==> src/rtl/xc_pkg.sv <==
package xc_pkg;
    localparam int ADDR_W  = 32;
    localparam int PAGE_W  = 12;
    localparam int VPN_W   = ADDR_W - PAGE_W;
    localparam int SHIFT_W = 4;

    typedef struct packed {
        logic             valid;
        logic [VPN_W-1:0] vpn;
        logic [VPN_W-1:0] ppn;
        logic             wprot;
        logic             sonly;
        logic             cinh;
        logic             dirty;
    } xc_entry_t;
endpackage

==> src/rtl/xc_cfg_regs.sv <==
module xc_cfg_regs
    import xc_pkg::*;
#(
    parameter int NUM_WIN = 2,
    parameter int WIN_W   = 8,
    localparam int SEL_W  = $clog2(NUM_WIN + 1)
) (
    input  logic                          clk,
    input  logic                          rst_n,
    input  logic                          cfg_we,
    input  logic                          cfg_super,
    input  logic [SEL_W-1:0]              cfg_sel,
    input  logic [ADDR_W-1:0]             cfg_wdata,
    output logic [NUM_WIN-1:0][WIN_W-1:0] win_base,
    output logic [NUM_WIN-1:0][WIN_W-1:0] win_mask,
    output logic [NUM_WIN-1:0]            win_en,
    output logic [SHIFT_W-1:0]            shift
);
    typedef struct packed {
        logic [NUM_WIN-1:0][WIN_W-1:0] base;
        logic [NUM_WIN-1:0][WIN_W-1:0] mask;
        logic [NUM_WIN-1:0]            en;
        logic [SHIFT_W-1:0]            shift;
    } cfg_state_t;

    cfg_state_t st_d, st_q;

    always_comb begin
        st_d = st_q;
        if (cfg_we && cfg_super) begin
            for (int w = 0; w < NUM_WIN; w++) begin
                if (cfg_sel == SEL_W'(w)) begin
                    st_d.base[w] = cfg_wdata[ADDR_W-1 -: WIN_W];
                    st_d.mask[w] = cfg_wdata[ADDR_W-WIN_W-1 -: WIN_W];
                    st_d.en[w]   = cfg_wdata[0];
                end
            end
            if (cfg_sel == SEL_W'(NUM_WIN)) begin
                st_d.shift = cfg_wdata[SHIFT_W-1:0];
            end
        end
    end

    always_ff @(posedge clk or negedge rst_n) begin
        if (!rst_n) st_q <= '0;
        else        st_q <= st_d;
    end

    assign win_base = st_q.base;
    assign win_mask = st_q.mask;
    assign win_en   = st_q.en;
    assign shift    = st_q.shift;


    user_write_ignored_chk: assert property (@(posedge clk) disable iff (!rst_n)
        (cfg_we && !cfg_super) |=> $stable(st_q));
endmodule

==> src/rtl/xc_window.sv <==
module xc_window #(
    parameter int NUM_WIN = 2,
    parameter int WIN_W   = 8,
    parameter int ADDR_W  = 32
) (
    input  logic [ADDR_W-1:0]             laddr,
    input  logic [NUM_WIN-1:0][WIN_W-1:0] win_base,
    input  logic [NUM_WIN-1:0][WIN_W-1:0] win_mask,
    input  logic [NUM_WIN-1:0]            win_en,
    output logic                          any_hit
);
    logic [NUM_WIN-1:0] hit_vec;

    for (genvar w = 0; w < NUM_WIN; w++) begin : g_win
        assign hit_vec[w] = win_en[w] &&
            (((laddr[ADDR_W-1 -: WIN_W] ^ win_base[w]) & ~win_mask[w]) == '0);
    end

    assign any_hit = |hit_vec;
endmodule

==> src/rtl/xc_tag_store.sv <==
module xc_tag_store
    import xc_pkg::*;
#(
    parameter int ENTRIES = 8,
    localparam int IDX_W  = (ENTRIES > 1) ? $clog2(ENTRIES) : 1
) (
    input  logic             clk,
    input  logic             rst_n,
    input  logic             fill_en,
    input  xc_entry_t        fill_ent,
    input  logic             flush,
    input  logic             dirty_set,
    input  logic [IDX_W-1:0] dirty_idx,
    input  logic [VPN_W-1:0] look_vpn,
    input  logic [VPN_W-1:0] keep_mask,
    output logic             hit,
    output logic [IDX_W-1:0] hit_idx,
    output xc_entry_t        hit_ent
);
    typedef struct packed {
        xc_entry_t [ENTRIES-1:0] ent;
        logic [IDX_W-1:0]        rr;
    } ts_state_t;

    ts_state_t st_d, st_q;

    logic [ENTRIES-1:0] match_vec;
    logic [ENTRIES-1:0] valid_vec;
    logic               free_any;
    logic [IDX_W-1:0]   free_idx;
    logic [IDX_W-1:0]   victim;

    for (genvar g = 0; g < ENTRIES; g++) begin : g_cmp
        assign valid_vec[g] = st_q.ent[g].valid;
        assign match_vec[g] = st_q.ent[g].valid &&
            (((st_q.ent[g].vpn ^ look_vpn) & keep_mask) == '0);
    end

    // lowest index wins, both for lookup and free-slot search
    always_comb begin
        hit      = 1'b0;
        hit_idx  = '0;
        free_any = 1'b0;
        free_idx = '0;
        for (int i = ENTRIES - 1; i >= 0; i--) begin
            if (match_vec[i]) begin
                hit     = 1'b1;
                hit_idx = IDX_W'(i);
            end
            if (!valid_vec[i]) begin
                free_any = 1'b1;
                free_idx = IDX_W'(i);
            end
        end
    end

    assign hit_ent = st_q.ent[hit_idx];
    assign victim  = free_any ? free_idx : st_q.rr;

    always_comb begin
        st_d = st_q;
        if (dirty_set) begin
            st_d.ent[dirty_idx].dirty = 1'b1;
        end
        if (flush) begin
            for (int i = 0; i < ENTRIES; i++) begin
                st_d.ent[i].valid = 1'b0;
            end
        end else if (fill_en) begin
            st_d.ent[victim]       = fill_ent;
            st_d.ent[victim].valid = 1'b1;
            if (!free_any) begin
                st_d.rr = (st_q.rr == IDX_W'(ENTRIES - 1)) ? '0 : st_q.rr + 1'b1;
            end
        end
    end

    always_ff @(posedge clk or negedge rst_n) begin
        if (!rst_n) st_q <= '0;
        else        st_q <= st_d;
    end


    flush_empties_chk: assert property (@(posedge clk) disable iff (!rst_n)
        flush |=> (valid_vec == '0));


    fill_lands_chk: assert property (@(posedge clk) disable iff (!rst_n)
        (fill_en && !flush) |=> ($countones(valid_vec) >= 1));
endmodule

==> src/rtl/xlat_cache.sv <==
module xlat_cache
    import xc_pkg::*;
#(
    parameter int ENTRIES = 8,
    parameter int NUM_WIN = 2,
    parameter int WIN_W   = 8,
    localparam int SEL_W  = $clog2(NUM_WIN + 1),
    localparam int IDX_W  = (ENTRIES > 1) ? $clog2(ENTRIES) : 1
) (
    input  logic              clk,
    input  logic              rst_n,
    input  logic              req_valid,
    input  logic [ADDR_W-1:0] req_laddr,
    input  logic              req_write,
    input  logic              req_super,
    input  logic              xlat_off,
    input  logic              fill_en,
    input  logic [VPN_W-1:0]  fill_lpage,
    input  logic [VPN_W-1:0]  fill_ppage,
    input  logic              fill_wprot,
    input  logic              fill_sonly,
    input  logic              fill_cinh,
    input  logic              fill_dirty,
    input  logic              flush,
    input  logic              cfg_we,
    input  logic              cfg_super,
    input  logic [SEL_W-1:0]  cfg_sel,
    input  logic [ADDR_W-1:0] cfg_wdata,
    output logic [ADDR_W-1:0] rsp_paddr,
    output logic              rsp_hit,
    output logic              rsp_abort,
    output logic              rsp_cinh,
    output logic              rsp_fill_req,
    output logic              rsp_hist_upd
);
    logic [NUM_WIN-1:0][WIN_W-1:0] win_base;
    logic [NUM_WIN-1:0][WIN_W-1:0] win_mask;
    logic [NUM_WIN-1:0]            win_en;
    logic [SHIFT_W-1:0]            shift;
    logic                          win_hit;
    logic [VPN_W-1:0]              keep_mask;
    logic                          c_hit;
    logic [IDX_W-1:0]              c_idx;
    xc_entry_t                     c_ent;
    xc_entry_t                     fill_ent;
    logic                          dirty_set;
    logic                          deny;

    xc_cfg_regs #(.NUM_WIN(NUM_WIN), .WIN_W(WIN_W)) u_cfg (
        .clk(clk), .rst_n(rst_n),
        .cfg_we(cfg_we), .cfg_super(cfg_super), .cfg_sel(cfg_sel), .cfg_wdata(cfg_wdata),
        .win_base(win_base), .win_mask(win_mask), .win_en(win_en), .shift(shift)
    );

    xc_window #(.NUM_WIN(NUM_WIN), .WIN_W(WIN_W), .ADDR_W(ADDR_W)) u_win (
        .laddr(req_laddr), .win_base(win_base), .win_mask(win_mask),
        .win_en(win_en), .any_hit(win_hit)
    );

    // ignored upper bits are cleared from the comparison on both sides
    assign keep_mask = {VPN_W{1'b1}} >> shift;

    always_comb begin
        fill_ent       = '0;
        fill_ent.valid = 1'b1;
        fill_ent.vpn   = fill_lpage;
        fill_ent.ppn   = fill_ppage;
        fill_ent.wprot = fill_wprot;
        fill_ent.sonly = fill_sonly;
        fill_ent.cinh  = fill_cinh;
        fill_ent.dirty = fill_dirty;
    end

    xc_tag_store #(.ENTRIES(ENTRIES)) u_tags (
        .clk(clk), .rst_n(rst_n),
        .fill_en(fill_en), .fill_ent(fill_ent), .flush(flush),
        .dirty_set(dirty_set), .dirty_idx(c_idx),
        .look_vpn(req_laddr[ADDR_W-1:PAGE_W]), .keep_mask(keep_mask),
        .hit(c_hit), .hit_idx(c_idx), .hit_ent(c_ent)
    );

    assign deny = (req_write && c_ent.wprot) || (!req_super && c_ent.sonly);

    always_comb begin
        rsp_paddr    = '0;
        rsp_hit      = 1'b0;
        rsp_abort    = 1'b0;
        rsp_cinh     = 1'b0;
        rsp_fill_req = 1'b0;
        rsp_hist_upd = 1'b0;
        dirty_set    = 1'b0;
        if (req_valid) begin
            if (xlat_off || win_hit) begin
                rsp_paddr = req_laddr;
                rsp_hit   = 1'b1;
            end else if (c_hit) begin
                rsp_hit = 1'b1;
                if (deny) begin
                    rsp_abort = 1'b1;
                end else begin
                    rsp_paddr = {c_ent.ppn, req_laddr[PAGE_W-1:0]};
                    rsp_cinh  = c_ent.cinh;
                    if (req_write && !c_ent.dirty) begin
                        rsp_hist_upd = 1'b1;
                        dirty_set    = 1'b1;
                    end
                end
            end else begin
                rsp_abort    = 1'b1;
                rsp_fill_req = 1'b1;
            end
        end
    end


    fill_req_is_miss_chk: assert property (@(posedge clk) disable iff (!rst_n)
        rsp_fill_req |-> (rsp_abort && !rsp_hit));


    abort_hides_addr_chk: assert property (@(posedge clk) disable iff (!rst_n)
        rsp_abort |-> (rsp_paddr == '0 && !rsp_cinh));


    disable_no_abort_chk: assert property (@(posedge clk) disable iff (!rst_n)
        (req_valid && xlat_off) |-> (!rsp_abort && rsp_hit && rsp_paddr == req_laddr));


    hist_on_write_hit_chk: assert property (@(posedge clk) disable iff (!rst_n)
        rsp_hist_upd |-> (req_write && rsp_hit && !rsp_abort));


    idle_quiet_chk: assert property (@(posedge clk) disable iff (!rst_n)
        !req_valid |-> (!rsp_hit && !rsp_abort && !rsp_fill_req && !rsp_hist_upd));
endmodule

==> config.mk <==
export PLATFORM = sky130hd
export DESIGN_NAME = xlat_cache
export DESIGN_NICKNAME = d
export VERILOG_FILES = /design/src/rtl/xc_pkg.sv /design/src/rtl/xc_cfg_regs.sv /design/src/rtl/xc_window.sv /design/src/rtl/xc_tag_store.sv /design/src/rtl/xlat_cache.sv
export SDC_FILE = /design/constraint.sdc
export NUM_CORES = 1
export LEC_CHECK = 0
export BUFFER_PORTS_ARGS = -buffer_cell sky130_fd_sc_hd__buf_2
export CORE_MARGIN = 1
export CORE_UTILIZATION = 55
export CTS_CLUSTER_SIZE = 25
export DETAILED_ROUTE_END_ITERATION = 7
export PLACE_DENSITY = 0.74
export RECOVER_POWER = 25
export SETUP_SLACK_MARGIN = 0.5
export SYNTH_ARGS = -nofsm -noshare
export SYNTH_HDL_FRONTEND = slang
export SYNTH_HIERARCHICAL = 1
export SYNTH_SLANG_ARGS = --single-unit
==> constraint.sdc <==
create_clock -name clk -period 4 [get_ports clk]
set_input_delay 0.2 -clock clk [delete_from_list [all_inputs] [get_ports clk]]
set_output_delay 0.2 -clock clk [all_outputs]
set_load 0.005 [all_outputs]
==> impl_metrics.env <==
export IMPL_cts_max_path_buffers=3
export IMPL_outcome="finished with violations"
export IMPL_path_max_fanout=6
export IMPL_holdCritPathClass="primary input to flop"
export IMPL_finalCritPeriodShare_pct=117
export IMPL_cts_root_buffer="clkbuf_16"
export IMPL_cp_required_ps=3800
export IMPL_cts_tree="done"
export IMPL_r2r_start="u_cfg/shift[2]"
export IMPL_gp_congestion=0.921
export IMPL_grt_usage_pct=30.0
export IMPL_ff_latch_area_mm2=0.0100
export IMPL_drt_wl_total_um=57300
export IMPL_startpoint_type="flop"
export IMPL_rsz0062_at_grt="yes"
export IMPL_min_from="fill_lpage[1]"
export IMPL_grt_pass1_wl_um=87000
export IMPL_pin_count=157
export IMPL_die_w_um=194
export IMPL_synth_area_mm2=0.0203
export IMPL_num_vias=14500
export IMPL_skew_ps=20.8
export IMPL_die_y_um=194
export IMPL_synthCells=1629
export IMPL_nFillCells=2533
export IMPL_timing_fmax_mhz=215
export IMPL_fin_crit_ps=4660
export IMPL_cap_violations=0
export IMPL_hold_end="u_tags/st_q[298]"
export IMPL_wire_per_inst_um=23.6
export IMPL_drive_above_1_share_pct=45.6
export IMPL_peakVddDrop_uv=369
export IMPL_whs_path_depth=2
export IMPL_nNetsFinal=2052
export IMPL_numPortBuffers=144
export IMPL_yosysWarnings=6
export IMPL_r2r_end="u_tags/st_q[48]"
export IMPL_core_area_mm2=0.0359
export IMPL_setup_tns_ps=-22170
export IMPL_maxSlewHeadroom_pct=31.7
export IMPL_cts_sinks=401
export IMPL_endpoint_kind="primary output"
export IMPL_dr_pass1_iters=6
export IMPL_postRouteAntennaNets=0
export IMPL_overflow=0
export IMPL_rows=69
export IMPL_drtIter0Drc=880
export IMPL_grt_max_degree=145
export IMPL_route_detailed_drc=0
export IMPL_p_total_mw=11.6
export IMPL_die_area_mm2=0.0376
export IMPL_p_leak_nw=12.0
export IMPL_hold_viol=0
export IMPL_h_tree_depth=2
export IMPL_clk_pin_slew_ps=60
export IMPL_start_util_pct=56.4
export IMPL_insertion_delay_ps=560
export IMPL_power_density_mw_per_mm2=459
export IMPL_cp_arrival_ps=4460
export IMPL_antenna_found_initial=1
export IMPL_setup_viol=43
export IMPL_grt_pass1_vias=14900
export IMPL_regToRegSetupSlack_ps=-340
export IMPL_avgViaCountPerCell=5.96
export IMPL_worst_slew_pin_slew_ps=1020
export IMPL_syn_to_final_growth_pct=25.0
export IMPL_setup_ws_ps=-660
export IMPL_drv_slew=0
export IMPL_multiInputGateArea_mm2=0.0101
export IMPL_r2r_cells=22
export IMPL_hpwlAfterDp_um=37700
export IMPL_syn_avg_cell_area_um2=12.4
export IMPL_setup_worst_path_class="flop to primary output"
export IMPL_numCtsBuffers=43
export IMPL_violations="setup timing"
==> registers in the layout, summed over array words and instances, names as in the netlist <==
| name | flops |
|---|---|
| u_cfg/shift | 4 |
| u_tags/st_q | 363 |
| u_cfg/win_en | 2 |
| u_cfg/win_base | 16 |
| u_cfg/win_mask | 16 |
==> where the power goes <==
group          switching (mW)  internal (mW)
sequential              0.345           4.60
combinational            1.21           1.20
clock                    1.66           2.63
==> cells in the final DEF (no fill, tap or decap), types with 10 or more instances in the layout <==
| cell type | count |
|---|---|
| nor2_2 | 13 |
| mux2_2 | 375 |
| dfrtp_1 | 398 |
| nand3_1 | 53 |
| buf_6 | 19 |
| dlygate4sd3_1 | 57 |
| mux2_4 | 10 |
| a22oi_1 | 52 |
| buf_4 | 136 |
| xnor2_1 | 16 |
| nand4_1 | 24 |
| xor2_1 | 160 |
| buf_12 | 19 |
| a22o_1 | 38 |
| a221oi_2 | 12 |
| mux2i_1 | 96 |
| nand2_1 | 56 |
| nor2_1 | 31 |
| buf_2 | 143 |
| clkbuf_16 | 46 |
| clkinv_2 | 10 |
| o21ai_1 | 15 |
| o21ai_2 | 11 |
==> cell type report <==
| type | instances | area share [%] |
|---|---|---|
| multi-input cells | 1093 | 39.8 |
| flip-flops and latches | 401 | 39.6 |
| diodes | 2 | 0.0198 |
| clock buffers | 57 | 4.86 |
| clock inverters | 22 | 1.23 |
| repair buffers | 382 | 12.0 |
| well taps | 461 | 2.28 |
| inverters | 9 | 0.133 |
==> per-layer routing <==
metal  wire (um)  global-route usage, %  share of wire (%)
met3        2490                   4.92                4.3
met5           0                      0                  0
met4        2140                   11.3                3.7
met2       28800                   51.7                 50
met1       23900                   38.1                 42
==> per-stage QoR <==
step | instance area (um^2) | utilization (%) | cells | hold slack (ps) | worst slack, ps
global route | 25300 | 70.5 | 2426 | 22.7 | -795
detailed placement | 22200 | 61.7 | 2242 | 304 | -186
CTS | 24800 | 69.0 | 2401 | 4.92 | -514
floorplan | 20400 | - | 1633 | -95.6 | 240
global placement | 22200 | 61.7 | 2242 | 297 | -107
finish | 25300 | 70.6 | 2427 | 7.07 | -660
==> timing repair <==
action | 4_1_cts | 5_1_grt
hold endpoints to repair | 393 | 0
hold buffers | 57 | 0
gates resized for setup | 84 | 76
gates cloned | 5 | 1
pin swaps | 22 | 52
buffers inserted | 18 | 23
setup endpoints to repair | 45 | 45
==> how the worst max path moves through the flow <==
stage                             endpoint      startpoint  cells after the start
final                         rsp_hist_upd  u_cfg/shift[2]                     19
after global routing          rsp_hist_upd  u_cfg/shift[2]                     19
after CTS                     rsp_paddr[8]  u_cfg/shift[1]                     20
after detailed placement     rsp_paddr[22]  u_cfg/shift[3]                     17
after global placement       rsp_paddr[22]  u_cfg/shift[3]                     17
after floorplan           u_tags/st_q[273]  u_cfg/shift[2]                     21
==> critical path, cell delays in order (launching register included) <==
cell and delay (ps):
dfrtp_2 420, clkbuf_2 200, a21o_1 130, nand2_2 90, buf_6 140, a22oi_1 230, nand4_1 200, nor3_4 260
buf_6 140, a21oi_4 50, nor4_4 430, or3_4 280, mux2i_1 240, a22o_1 160, nor2_2 50, nand2_2 100
nand3_4 140, nor4b_4 350, buf_4 170, buf_2 100
(Power assumes the default switching activity.)
